[src/rtl/ixp_pkg.sv]
package ixp_pkg;
   typedef enum logic {
      WIN_IDLE  = 1'b0,
      WIN_ARMED = 1'b1
   } win_state_e;

   typedef struct packed {
      logic idx_wr;
      logic dat_wr;
      logic dat_rd;
   } bus_dec_t;
endpackage

[src/rtl/ixp_decode.sv]
module ixp_decode
   import ixp_pkg::*;
#(
   parameter int               BUS_AW   = 8,
   parameter logic [BUS_AW-1:0] IDX_PORT = 8'hF4,
   parameter logic [BUS_AW-1:0] DAT_PORT = 8'hF5
) (
   input  logic [BUS_AW-1:0] bus_addr,
   input  logic              bus_wr,
   input  logic              bus_rd,
   output bus_dec_t          dec
);
   always_comb begin
      dec.idx_wr = bus_wr && (bus_addr == IDX_PORT);
      dec.dat_wr = bus_wr && (bus_addr == DAT_PORT);
      dec.dat_rd = bus_rd && (bus_addr == DAT_PORT);
   end
endmodule

[src/rtl/ixp_pointer.sv]
module ixp_pointer
   import ixp_pkg::*;
#(
   parameter int            DW  = 8,
   parameter logic [DW-1:0] KEY = 8'h9F,
   localparam int           TAW = 2 * DW
) (
   input  logic           clk,
   input  logic           rst_n,
   input  bus_dec_t       dec,
   input  logic [DW-1:0]  wdata,
   output logic           armed,
   output logic [TAW-1:0] sel_addr,
   output logic           tgt_wr
);
   win_state_e state_q;

   always_ff @(posedge clk) begin
      if (!rst_n) begin
         state_q  <= WIN_IDLE;
         sel_addr <= '0;
      end else if (dec.idx_wr) begin
         if (wdata == KEY) begin
            state_q <= WIN_ARMED;
         end else begin
            state_q           <= WIN_IDLE;
            sel_addr[DW-1:0]  <= wdata;
         end
      end else if (dec.dat_wr && state_q == WIN_ARMED) begin
         sel_addr[TAW-1:DW] <= wdata;
         state_q            <= WIN_IDLE;
      end
   end

   assign armed  = (state_q == WIN_ARMED);
   assign tgt_wr = dec.dat_wr && (state_q == WIN_IDLE);
endmodule

[src/rtl/ixp_gpio_bank.sv]
module ixp_gpio_bank #(
   parameter int             DW        = 8,
   parameter int             EN_W      = 4,
   parameter logic [2*DW-1:0] CFG_ADDR = 16'h104F,
   parameter logic [2*DW-1:0] VAL_ADDR = 16'hFE3F,
   parameter logic [EN_W-1:0] EN_CODE  = 4'b0001,
   parameter bit             PIN_STAGE = 1'b0,
   localparam int            TAW       = 2 * DW,
   localparam int            NREG      = 2
) (
   input  logic           clk,
   input  logic           rst_n,
   input  logic           tgt_wr,
   input  logic [TAW-1:0] sel_addr,
   input  logic [DW-1:0]  wdata,
   output logic [DW-1:0]  rd_data,
   output logic [DW-1:0]  cfg_q,
   output logic [DW-1:0]  val_q,
   output logic           pin
);
   localparam logic [NREG*TAW-1:0] ADDR_TAB = {VAL_ADDR, CFG_ADDR};

   logic [DW-1:0]   regs_q [NREG];
   logic [NREG-1:0] hit;

   for (genvar gi = 0; gi < NREG; gi++) begin : g_reg
      assign hit[gi] = (sel_addr == ADDR_TAB[gi*TAW +: TAW]);
      always_ff @(posedge clk) begin
         if (!rst_n)               regs_q[gi] <= '0;
         else if (tgt_wr && hit[gi]) regs_q[gi] <= wdata;
      end
   end

   always_comb begin
      rd_data = '0;
      for (int i = 0; i < NREG; i++) begin
         if (hit[i]) rd_data = rd_data | regs_q[i];
      end
   end

   assign cfg_q = regs_q[0];
   assign val_q = regs_q[1];

   logic pin_src;
   assign pin_src = (regs_q[0][EN_W-1:0] == EN_CODE) && regs_q[1][0];

   if (PIN_STAGE) begin : g_pin_flop
      logic pin_q;
      always_ff @(posedge clk) begin
         if (!rst_n) pin_q <= 1'b0;
         else        pin_q <= pin_src;
      end
      assign pin = pin_q;
   end else begin : g_pin_direct
      assign pin = pin_src;
   end
endmodule

[src/rtl/ixp_window_port.sv]
module ixp_window_port
   import ixp_pkg::*;
#(
   parameter int                BUS_AW    = 8,
   parameter int                DW        = 8,
   parameter int                EN_W      = 4,
   parameter logic [BUS_AW-1:0] IDX_PORT  = 8'hF4,
   parameter logic [BUS_AW-1:0] DAT_PORT  = 8'hF5,
   parameter logic [DW-1:0]     KEY       = 8'h9F,
   parameter logic [2*DW-1:0]   CFG_ADDR  = 16'h104F,
   parameter logic [2*DW-1:0]   VAL_ADDR  = 16'hFE3F,
   parameter logic [EN_W-1:0]   EN_CODE   = 4'b0001,
   parameter bit                PIN_STAGE = 1'b0,
   localparam int               TAW       = 2 * DW
) (
   input  logic              clk,
   input  logic              rst_n,
   input  logic [BUS_AW-1:0] bus_addr,
   input  logic              bus_wr,
   input  logic              bus_rd,
   input  logic [DW-1:0]     bus_wdata,
   output logic [DW-1:0]     bus_rdata,
   output logic              gpio_pin
);
   if (IDX_PORT == DAT_PORT) begin : g_bad_ports
      $error("index and data ports must sit at different offsets");
   end
   if (CFG_ADDR == VAL_ADDR) begin : g_bad_map
      $error("internal registers must have distinct addresses");
   end
   if (EN_W > DW) begin : g_bad_en
      $error("enable field wider than a register");
   end

   bus_dec_t       dec;
   logic           armed;
   logic [TAW-1:0] sel_addr;
   logic           tgt_wr;
   logic [DW-1:0]  tgt_rdata;
   logic [DW-1:0]  cfg_q;
   logic [DW-1:0]  val_q;

   ixp_decode #(
      .BUS_AW(BUS_AW), .IDX_PORT(IDX_PORT), .DAT_PORT(DAT_PORT)
   ) u_dec (
      .bus_addr(bus_addr), .bus_wr(bus_wr), .bus_rd(bus_rd), .dec(dec)
   );

   ixp_pointer #(.DW(DW), .KEY(KEY)) u_ptr (
      .clk(clk), .rst_n(rst_n), .dec(dec), .wdata(bus_wdata),
      .armed(armed), .sel_addr(sel_addr), .tgt_wr(tgt_wr)
   );

   ixp_gpio_bank #(
      .DW(DW), .EN_W(EN_W), .CFG_ADDR(CFG_ADDR), .VAL_ADDR(VAL_ADDR),
      .EN_CODE(EN_CODE), .PIN_STAGE(PIN_STAGE)
   ) u_bank (
      .clk(clk), .rst_n(rst_n), .tgt_wr(tgt_wr), .sel_addr(sel_addr),
      .wdata(bus_wdata), .rd_data(tgt_rdata), .cfg_q(cfg_q),
      .val_q(val_q), .pin(gpio_pin)
   );

   assign bus_rdata = dec.dat_rd ? tgt_rdata : '0;
endmodule

[config.mk]
export PLATFORM = sky130hd
export DESIGN_NAME = ixp_window_port
export DESIGN_NICKNAME = d
export VERILOG_FILES = /design/src/rtl/ixp_pkg.sv /design/src/rtl/ixp_decode.sv /design/src/rtl/ixp_pointer.sv /design/src/rtl/ixp_gpio_bank.sv /design/src/rtl/ixp_window_port.sv
export SDC_FILE = /design/constraint.sdc
export NUM_CORES = 1
export LEC_CHECK = 0
export BUFFER_PORTS_ARGS = -buffer_cell sky130_fd_sc_hd__buf_2
export CAP_MARGIN = 20
export CORE_ASPECT_RATIO = 1.2
export CORE_UTILIZATION = 52
export CTS_BUF_LIST = sky130_fd_sc_hd__clkbuf_4 sky130_fd_sc_hd__clkbuf_8 sky130_fd_sc_hd__clkbuf_16
export CTS_CLUSTER_SIZE = 14
export DETAILED_ROUTE_END_ITERATION = 16
export GPL_ROUTABILITY_DRIVEN = 0
export PLACE_DENSITY = 0.75
export SLEW_MARGIN = 10
export SYNTH_ARGS = -nofsm -noshare
export SYNTH_HDL_FRONTEND = slang
export SYNTH_HIERARCHICAL = 1
export SYNTH_SLANG_ARGS = --single-unit
[constraint.sdc]
create_clock -name clk -period 2.4 [get_ports clk]
set_input_delay 0.24 -clock clk [delete_from_list [all_inputs] [get_ports clk]]
set_output_delay 0.24 -clock clk [all_outputs]
set_load 0.005 [all_outputs]
# Word level (Yosys, flattened, before mapping)
# Memory sizes are Yosys's and may differ from the RTL's.
# Index checks and enable logic that the tools add are counted.
dict set report totals {
  regBits 17
  word_cells 42
  rom_bits 0
  ramBits 16
  latch_bits 0
  out_inout_bits 9
  n_memories 1
}
# name depth word_bits rd rd_ports_with_merged_regs write_ports line
set mem_list {}
lappend mem_list {u_bank.regs_q 2 8 2 0 2 ixp_gpio_bank.sv:23} ;# logic [DW-1:0] regs_q [NREG];
dict set report classes {
  multipliers 0
  shift 0
  eq_ne 6
  div 0
  n_reduce_logical 11
  addsub 0
  bitwise 6
  mux 15
  order_cmp 0
}
# cell n
set ops {}
lappend ops {{8-bit two-way mux} 5}
lappend ops {{8-bit == test (second input constant)} 3}
lappend ops {{16-bit by 13-bit == test with 1-bit output (second input constant)} 1}
lappend ops {{16-bit == test (second input constant)} 1}
lappend ops {{1-bit two-way mux} 10}
lappend ops {{1-bit logical AND} 8}
lappend ops {{8-bit OR} 1}
lappend ops {{4-bit by 1-bit == test with 1-bit output (second input constant)} 1}
lappend ops {{2-bit AND reduction} 2}
lappend ops {{1-bit NOT} 3}
lappend ops {{1-bit OR} 2}
lappend ops {{2-bit nonzero test} 1}

# Longest topological paths before layout
# Gate-level depths: netlist of run 1.
dict set report logic_depth {
  word_depth 8
  mapped_depth 7
  ltp_nobuf 6
}

# By module
# Netlist of run 1, hierarchy kept.
# module cells_per_inst instances seq_area_each_um2 area_per_inst_um2
set modules_own_cells {}
lappend modules_own_cells {ixp_gpio_bank 88 1 480.5 890.9}
lappend modules_own_cells {ixp_pointer 77 1 340.3 719.4}
lappend modules_own_cells {ixp_decode 7 1 0.0 56.3}
lappend modules_own_cells {ixp_window_port 8 1 0.0 50.0}

# Least setup slack after synthesis of run 1
# Ideal clock, no wire load.
dict set report synth_path {
  path_kind {register -> register}
  start {register u_ptr.sel_addr[13]}
  end {memory u_bank.regs_q[1][0], enable pin}
  stages_incl_launch_ff 5
  path_buffers 1
  period_less_slack_ps 2061
  t_arrival_ps 1677
  path_slack_ps 339
  cell_sequence {dfxtp_1 > nand4_1 > or4_1 > buf_6 > o21ai_0}
}
# element line
set synth_rtl {}
lappend synth_rtl {{start: declaration} ixp_pointer.sv:13} ;# output logic [TAW-1:0] sel_addr,
lappend synth_rtl {{start signal: indexed assignment} ixp_pointer.sv:27} ;# sel_addr[DW-1:0] <= wdata;
lappend synth_rtl {{start signal: indexed assignment} ixp_pointer.sv:30} ;# sel_addr[TAW-1:DW] <= wdata;
lappend synth_rtl {{end: declaration} ixp_gpio_bank.sv:23}

# Worst setup path in the final report of run 1
dict set report layout_path {
  start {register u_ptr.sel_addr[3]}
  end {output port bus_rdata[6]}
}
dict set report layout_between {
  elab_chain_cells 5
}
# element line
set layout_rtl {}
lappend layout_rtl {{16-bit by 13-bit == test with 1-bit output} ixp_gpio_bank.sv:27} ;# assign hit[gi] = (sel_addr == ADDR_TAB[gi*TAW +: TAW]);
lappend layout_rtl {{8-bit two-way mux} ixp_gpio_bank.sv:37} ;# if (hit[i]) rd_data = rd_data | regs_q[i];
lappend layout_rtl {{8-bit OR} ixp_gpio_bank.sv:37}
lappend layout_rtl {{8-bit two-way mux *} ixp_gpio_bank.sv:37}
lappend layout_rtl {{net tgt_rdata[6]} ixp_window_port.sv:39} ;# logic [DW-1:0] tgt_rdata;
lappend layout_rtl {{8-bit two-way mux *} ixp_window_port.sv:63} ;# assign bus_rdata = dec.dat_rd ? tgt_rdata : '0;
lappend layout_rtl {{end: declaration} ixp_window_port.sv:22} ;# output logic [DW-1:0] bus_rdata,
# Mark *: on every way through the listed nets, which the timed path passes. The rest lies on a longest branch.

==> results.json, run 1 <==
{
  "synth_enable_flop_cells": 16,
  "drtPass1Iterations": 4,
  "die_h_um": 64.9,
  "fin_area_um2": 1950,
  "drv_cap": 0,
  "dpl_cell_area_um2": 1860,
  "seqPwrFrac": 0.566,
  "synthTopCellsByArea": "edfxtp_1, dfxtp_1, mux2i_1, nand3_1, nor3_1",
  "syn_inst": 180,
  "setup.worst_path.end": "bus_rdata[6]",
  "cp-end-kind": "output port",
  "netlist-cell-type-count": 36,
  "path_buf_inv": 1,
  "ys.flop_type": "dfxtp_1",
  "ys_seq_area_frac": 0.478,
  "rr_startpoint": "u_ptr/sel_addr[3]",
  "comb_power_share": 0.054,
  "cp.required_ps": 2160,
  "p_total_mw": 1.07,
  "clock_skew_ps": 14.7,
  "clk_latency_ps": 340,
  "clkTransAtPathRegs_ps": 100,
  "finalSetupViolCount": 0,
  "swShare": 0.208,
  "cts_root_buf": "clkbuf_4",
  "post_drt_wl_per_cell_um": 15.5,
  "syn_to_final_growth_pct": 13.4,
  "worstSetupPathType": "reg2out",
  "drc_errors": 0,
  "top_layer_used": "met4",
  "synth_top_area_cell": "edfxtp_1",
  "period_share": 0.915,
  "first_global_vias": 1430,
  "gr-usage-all-layers": 0.253,
  "rsz0062_at_grt": "no",
  "synth_common_cells": "inv_1, dfxtp_1, nand3_1",
  "cts_buffers": 5,
  "crit_cells": 5,
  "yosys_warnings": 6,
  "grt_antenna_before_repair": 0,
  "vias": 1456,
  "met2_length_um": 1960,
  "post_cts_buffers": 0,
  "core_area_um2": 3110,
  "worstRegToRegCells": 4,
  "die_w_um": 54.5,
  "crit_family": "simple AND/OR/NAND/NOR gates",
  "p_switching_mw": 0.223,
  "syn_nets": 200,
  "hold_viol": 0,
  "clk_path_buf_depth": 2,
  "drt-met1-wl_um": 1520,
  "start_util": 0.552,
  "layout.nets": 228,
  "cp-start-kind": "flop",
  "pin_count": 29,
  "slowest_delay_ps": 630,
  "routed_via_density": 5.94,
  "setup_tns_ps": 0,
  "r2r_end": "u_bank/regs_q[0][1]",
  "cts_sinks": 33,
  "wl_um": 3800,
  "cts_hold_buffers": 0,
  "cts_tree": "yes",
  "worstMarginPinSlew_ps": 642,
  "cp-startpoint": "u_ptr/sel_addr[3]",
  "cp.arrival_ps": 1960,
  "dpl.cell_count": 237,
  "syn_area_um2": 1720,
  "postRouteAntennaNets": 0,
  "slew_headroom": 0.568,
  "status": "complete, no violations",
  "drive_above_1_share": 0.225,
  "dieArea_um2": 3540,
  "avgSynthCellArea_um2": 9.54,
  "hold_class": "in2reg",
  "clockPowerShare": 0.380,
  "port_buffers": 28,
  "reg2reg_slack_ps": 500,
  "post-dp-hpwl_um": 2790,
  "slowest_stage": "and4b_1",
  "rows": 22,
  "fmax_ghz": 0.456,
  "drtIter0Drc": 40,
  "diodes": 0,
  "period_needed_ps": 2200,
  "leakage_nw": 0.728,
  "ir_drop_mv": 0.401,
  "wl_met3_um": 188,
  "htree_levels": 2,
  "path_max_fanout": 18,
  "synth_most_common_cell": "inv_1",
  "path_cells": "and4b_1 -> nand3_1 -> o22ai_1 -> and2_1 -> buf_2",
  "drv_slew": 0,
  "async_flop_share": 0,
  "grt_pass1_wl_um": 6240,
  "p_int_mw": 0.850,
  "final_cells": 245,
  "ys_ff_latch": 33,
  "overflow": 0,
  "grt_start_max_net_pins": 19,
  "synth_top_area_share": 0.280,
  "power_per_cell_area_nw_per_um2": 551
}
[what timing repair did]
item	4_1_cts	5_1_grt
endpoints found under the setup margin	0	8
resized for setup	0	1
endpoints found under the hold margin	0	0
[logic make-up after synthesis]
logic type / synth area share
AND/OR/NAND/NOR: 0.259
AO/OA/AOI/OAI: 0.104
multiplexers: 0.0700
buffers and inverters: 0.0896
flip-flops: 0.478
[sequential cells by signal (all words and copies together), names as in the netlist]
signal          flops
u_ptr/sel_addr     16
u_ptr/armed         1
u_bank/regs_q      16
[area by class of cell]
type / count / area, um^2
Sequential cell: 33 / 821
Timing Repair Buffer: 33 / 178
Inverter: 21 / 78.8
Tap cell: 36 / 45.0
Clock inverter: 2 / 33.8
Multi-Input combinational cell: 114 / 746
Clock buffer: 6 / 45.0
Fill cell: 268 / 1160
[per-layer routing]
metal,track usage,vias to the layer above
met5,0,-
met4,0.138,0
met3,0.0657,13
met2,0.442,44
met1,0.261,687
li1,-,712
[how the worst min path moves through the flow]
stage	depth (start not counted)	startpoint	slack, ps	to
6_report	2	bus_wdata[2]	190	u_ptr/sel_addr[1]
5_1_grt	2	bus_wdata[2]	180	u_ptr/sel_addr[1]
4_1_cts	2	bus_wdata[2]	170	u_ptr/sel_addr[1]
3_5_place_dp	2	u_ptr/sel_addr[0]	470	u_ptr/sel_addr[0]
3_3_place_gp	2	u_ptr/sel_addr[0]	470	u_ptr/sel_addr[0]
2_1_floorplan	1	bus_wdata[2]	350	u_ptr/sel_addr[1]
[per-stage QoR]
step / utilization / hold WS (ps) / setup slack (ps)
2_1_floorplan: - / 352 / 339
3_3_place_gp: 0.599 / 465 / 476
3_5_place_dp: 0.599 / 470 / 414
4_1_cts: 0.625 / 169 / 30.0
5_1_grt: 0.626 / 178 / 25.7
6_report: 0.626 / 187 / 205
[cells in the final DEF (no fill, tap or decap), types with 2 or more instances in the layout]
cell type / n
buf_2: 28
inv_1: 20
nand3_1: 17
dfxtp_1: 17
nor3_1: 16
edfxtp_1: 16
nor2_1: 13
mux2i_1: 12
and2_1: 8
clkbuf_4: 6
o22ai_1: 6
a311oi_1: 6
nand4_1: 5
nand2_1: 5
buf_4: 5
nand3b_1: 3
clkinv_1: 2
nor4_1: 2
o22ai_2: 2
o21ai_0: 2
nor3_2: 2
o41ai_1: 2
a221oi_1: 2
a21oi_1: 2
[power groups by stage]
stage	sequential (mW)	clock, mW	combinational [mW]
2_1_floorplan	0.619	0	0.0213
3_3_place_gp	0.620	0	0.0544
3_5_place_dp	0.620	0	0.0568
4_1_cts	0.607	0.419	0.0571
5_1_grt	0.609	0.440	0.0633
6_report	0.607	0.408	0.0582
Power figures use the tool's default switching activity.
==> run 2, diff against run 1 <==
Settings changed: CTS_BUF_LIST sky130_fd_sc_hd__clkbuf_4 sky130_fd_sc_hd__clkbuf_8 sky130_fd_sc_hd__clkbuf_16 to sky130_fd_sc_hd__clkbuf_4, MAX_ROUTING_LAYER from default to met4.
==> results.json, run 2 (same netlist as run 1, synthesis figures left out) <==
{
  "post_drt_wl_per_cell_um": 15.5,
  "period_share": 0.913,
  "overflow": 0,
  "post-dp-hpwl_um": 2790,
  "rows": 22,
  "cts_tree": "yes",
  "rsz0062_at_grt": "no",
  "slowest_delay_ps": 630,
  "first_global_vias": 1424,
  "drv_cap": 0,
  "start_util": 0.552,
  "htree_levels": 2,
  "cts_root_buf": "clkbuf_4",
  "path_cells": "and4b_1 -> nand3_1 -> o22ai_2 -> and2_1 -> buf_2",
  "gr-usage-all-layers": 0.260,
  "power_per_cell_area_nw_per_um2": 550,
  "cp-start-kind": "flop",
  "setup_tns_ps": 0,
  "hold_class": "in2reg",
  "drc_errors": 0,
  "final_common_cell": "buf_2",
  "cts_buffers": 5,
  "slew_headroom": 0.568,
  "final_cell_mix": "buf_2, inv_1, nand3_1, dfxtp_1",
  "postRouteAntennaNets": 0,
  "fmax_ghz": 0.457,
  "syn_to_final_growth_pct": 13.4,
  "pin_count": 29,
  "core_area_um2": 3110,
  "cp-end-kind": "output port",
  "dp_slack_ps": 414,
  "worstSetupPathType": "reg2out",
  "die_w_um": 54.5,
  "finalSetupViolCount": 0,
  "drtPass1Iterations": 4,
  "port_buffers": 28,
  "vias": 1457,
  "cp.required_ps": 2160,
  "crit_family": "simple AND/OR/NAND/NOR gates",
  "path_buf_inv": 1,
  "status": "complete, no violations",
  "clk_latency_ps": 340,
  "path_max_fanout": 18,
  "grt_pass1_wl_um": 6250,
  "drv_slew": 0,
  "clk_path_buf_depth": 2,
  "layout.nets": 228,
  "routed_via_density": 5.95,
  "dieArea_um2": 3540,
  "drive_above_1_share": 0.225,
  "clkTransAtPathRegs_ps": 100,
  "grt_start_max_net_pins": 19,
  "hold_viol": 0,
  "grt_antenna_before_repair": 0,
  "diodes": 0,
  "period_needed_ps": 2190,
  "slowest_stage": "and4b_1",
  "cp.arrival_ps": 1950,
  "clock_skew_ps": 13.4,
  "die_h_um": 64.9,
  "leakage_nw": 0.728,
  "worstMarginPinSlew_ps": 642,
  "ir_drop_mv": 0.398,
  "cts_sinks": 33,
  "fin_ws_ps": 210,
  "drtIter0Drc": 40,
  "wl_um": 3800
}
-- run 2: per-layer routing --
layer	wire length, um	up-vias	global-route usage
li1	-	713	-
met1	1550	687	0.262
met2	1960	46	0.442
met3	172	11	0.0657
met4	123	0	0.138
met5	0	-	-
-- run 2: power by group --
group / total [mW] / leakage, nW / switching, mW / internal, mW
clock: 0.406 / 0.0433 / 0.178 / 0.228
combinational: 0.0582 / 0.396 / 0.0378 / 0.0204
sequential: 0.607 / 0.289 / 0.00500 / 0.602
total: 1.07 / 0.728 / 0.221 / 0.850
-- run 2: through the flow --
stage	util	hold WS, ps	area [um^2]	instances	total power [mW]
6_report	0.626	193	1950	245	1.07
5_1_grt	0.626	178	1950	245	1.11
4_1_cts	0.625	169	1940	245	1.08
3_5_place_dp	0.599	470	1860	237	0.676
3_3_place_gp	0.599	465	1860	237	0.674
2_1_floorplan	-	352	1720	180	0.640
-- run 2: cell type report --
cell class              instances  area (um^2)
fillers                       268         1160
flip-flops and latches         33          821
multi-input cells             114          746
repair buffers                 33          178
inverters                      21         78.8
clock buffers                   6         45.0
well taps                      36         45.0
clock inverters                 2         33.8
-- run 2: what timing repair did --
item,CTS,global route
setup buffers,0,0
setup endpoints to repair,0,8
hold buffers,0,0
gates resized for setup,0,1
-- run 2: worst register-to-register path, delay by kind of cell, from the launching register on --
kind / cells / cell delay [ps]
AND/OR/NAND/NOR: 2 / 800
flip-flops: 1 / 370
AO/OA/AOI/OAI: 1 / 220
buffers and inverters: 1 / 210
-- run 2: path summary, 6_finish.rpt --
check                                        from                   to  slack (ps)  depth (start not counted)
worst max-delay path            u_ptr/sel_addr[3]         bus_rdata[2]         210                          5
worst min-delay path                 bus_wdata[3]    u_ptr/sel_addr[7]         190                          2
worst max register to register  u_ptr/sel_addr[3]  u_bank/regs_q[0][1]         510                          4
worst min register to register        u_ptr/armed          u_ptr/armed         490                          2
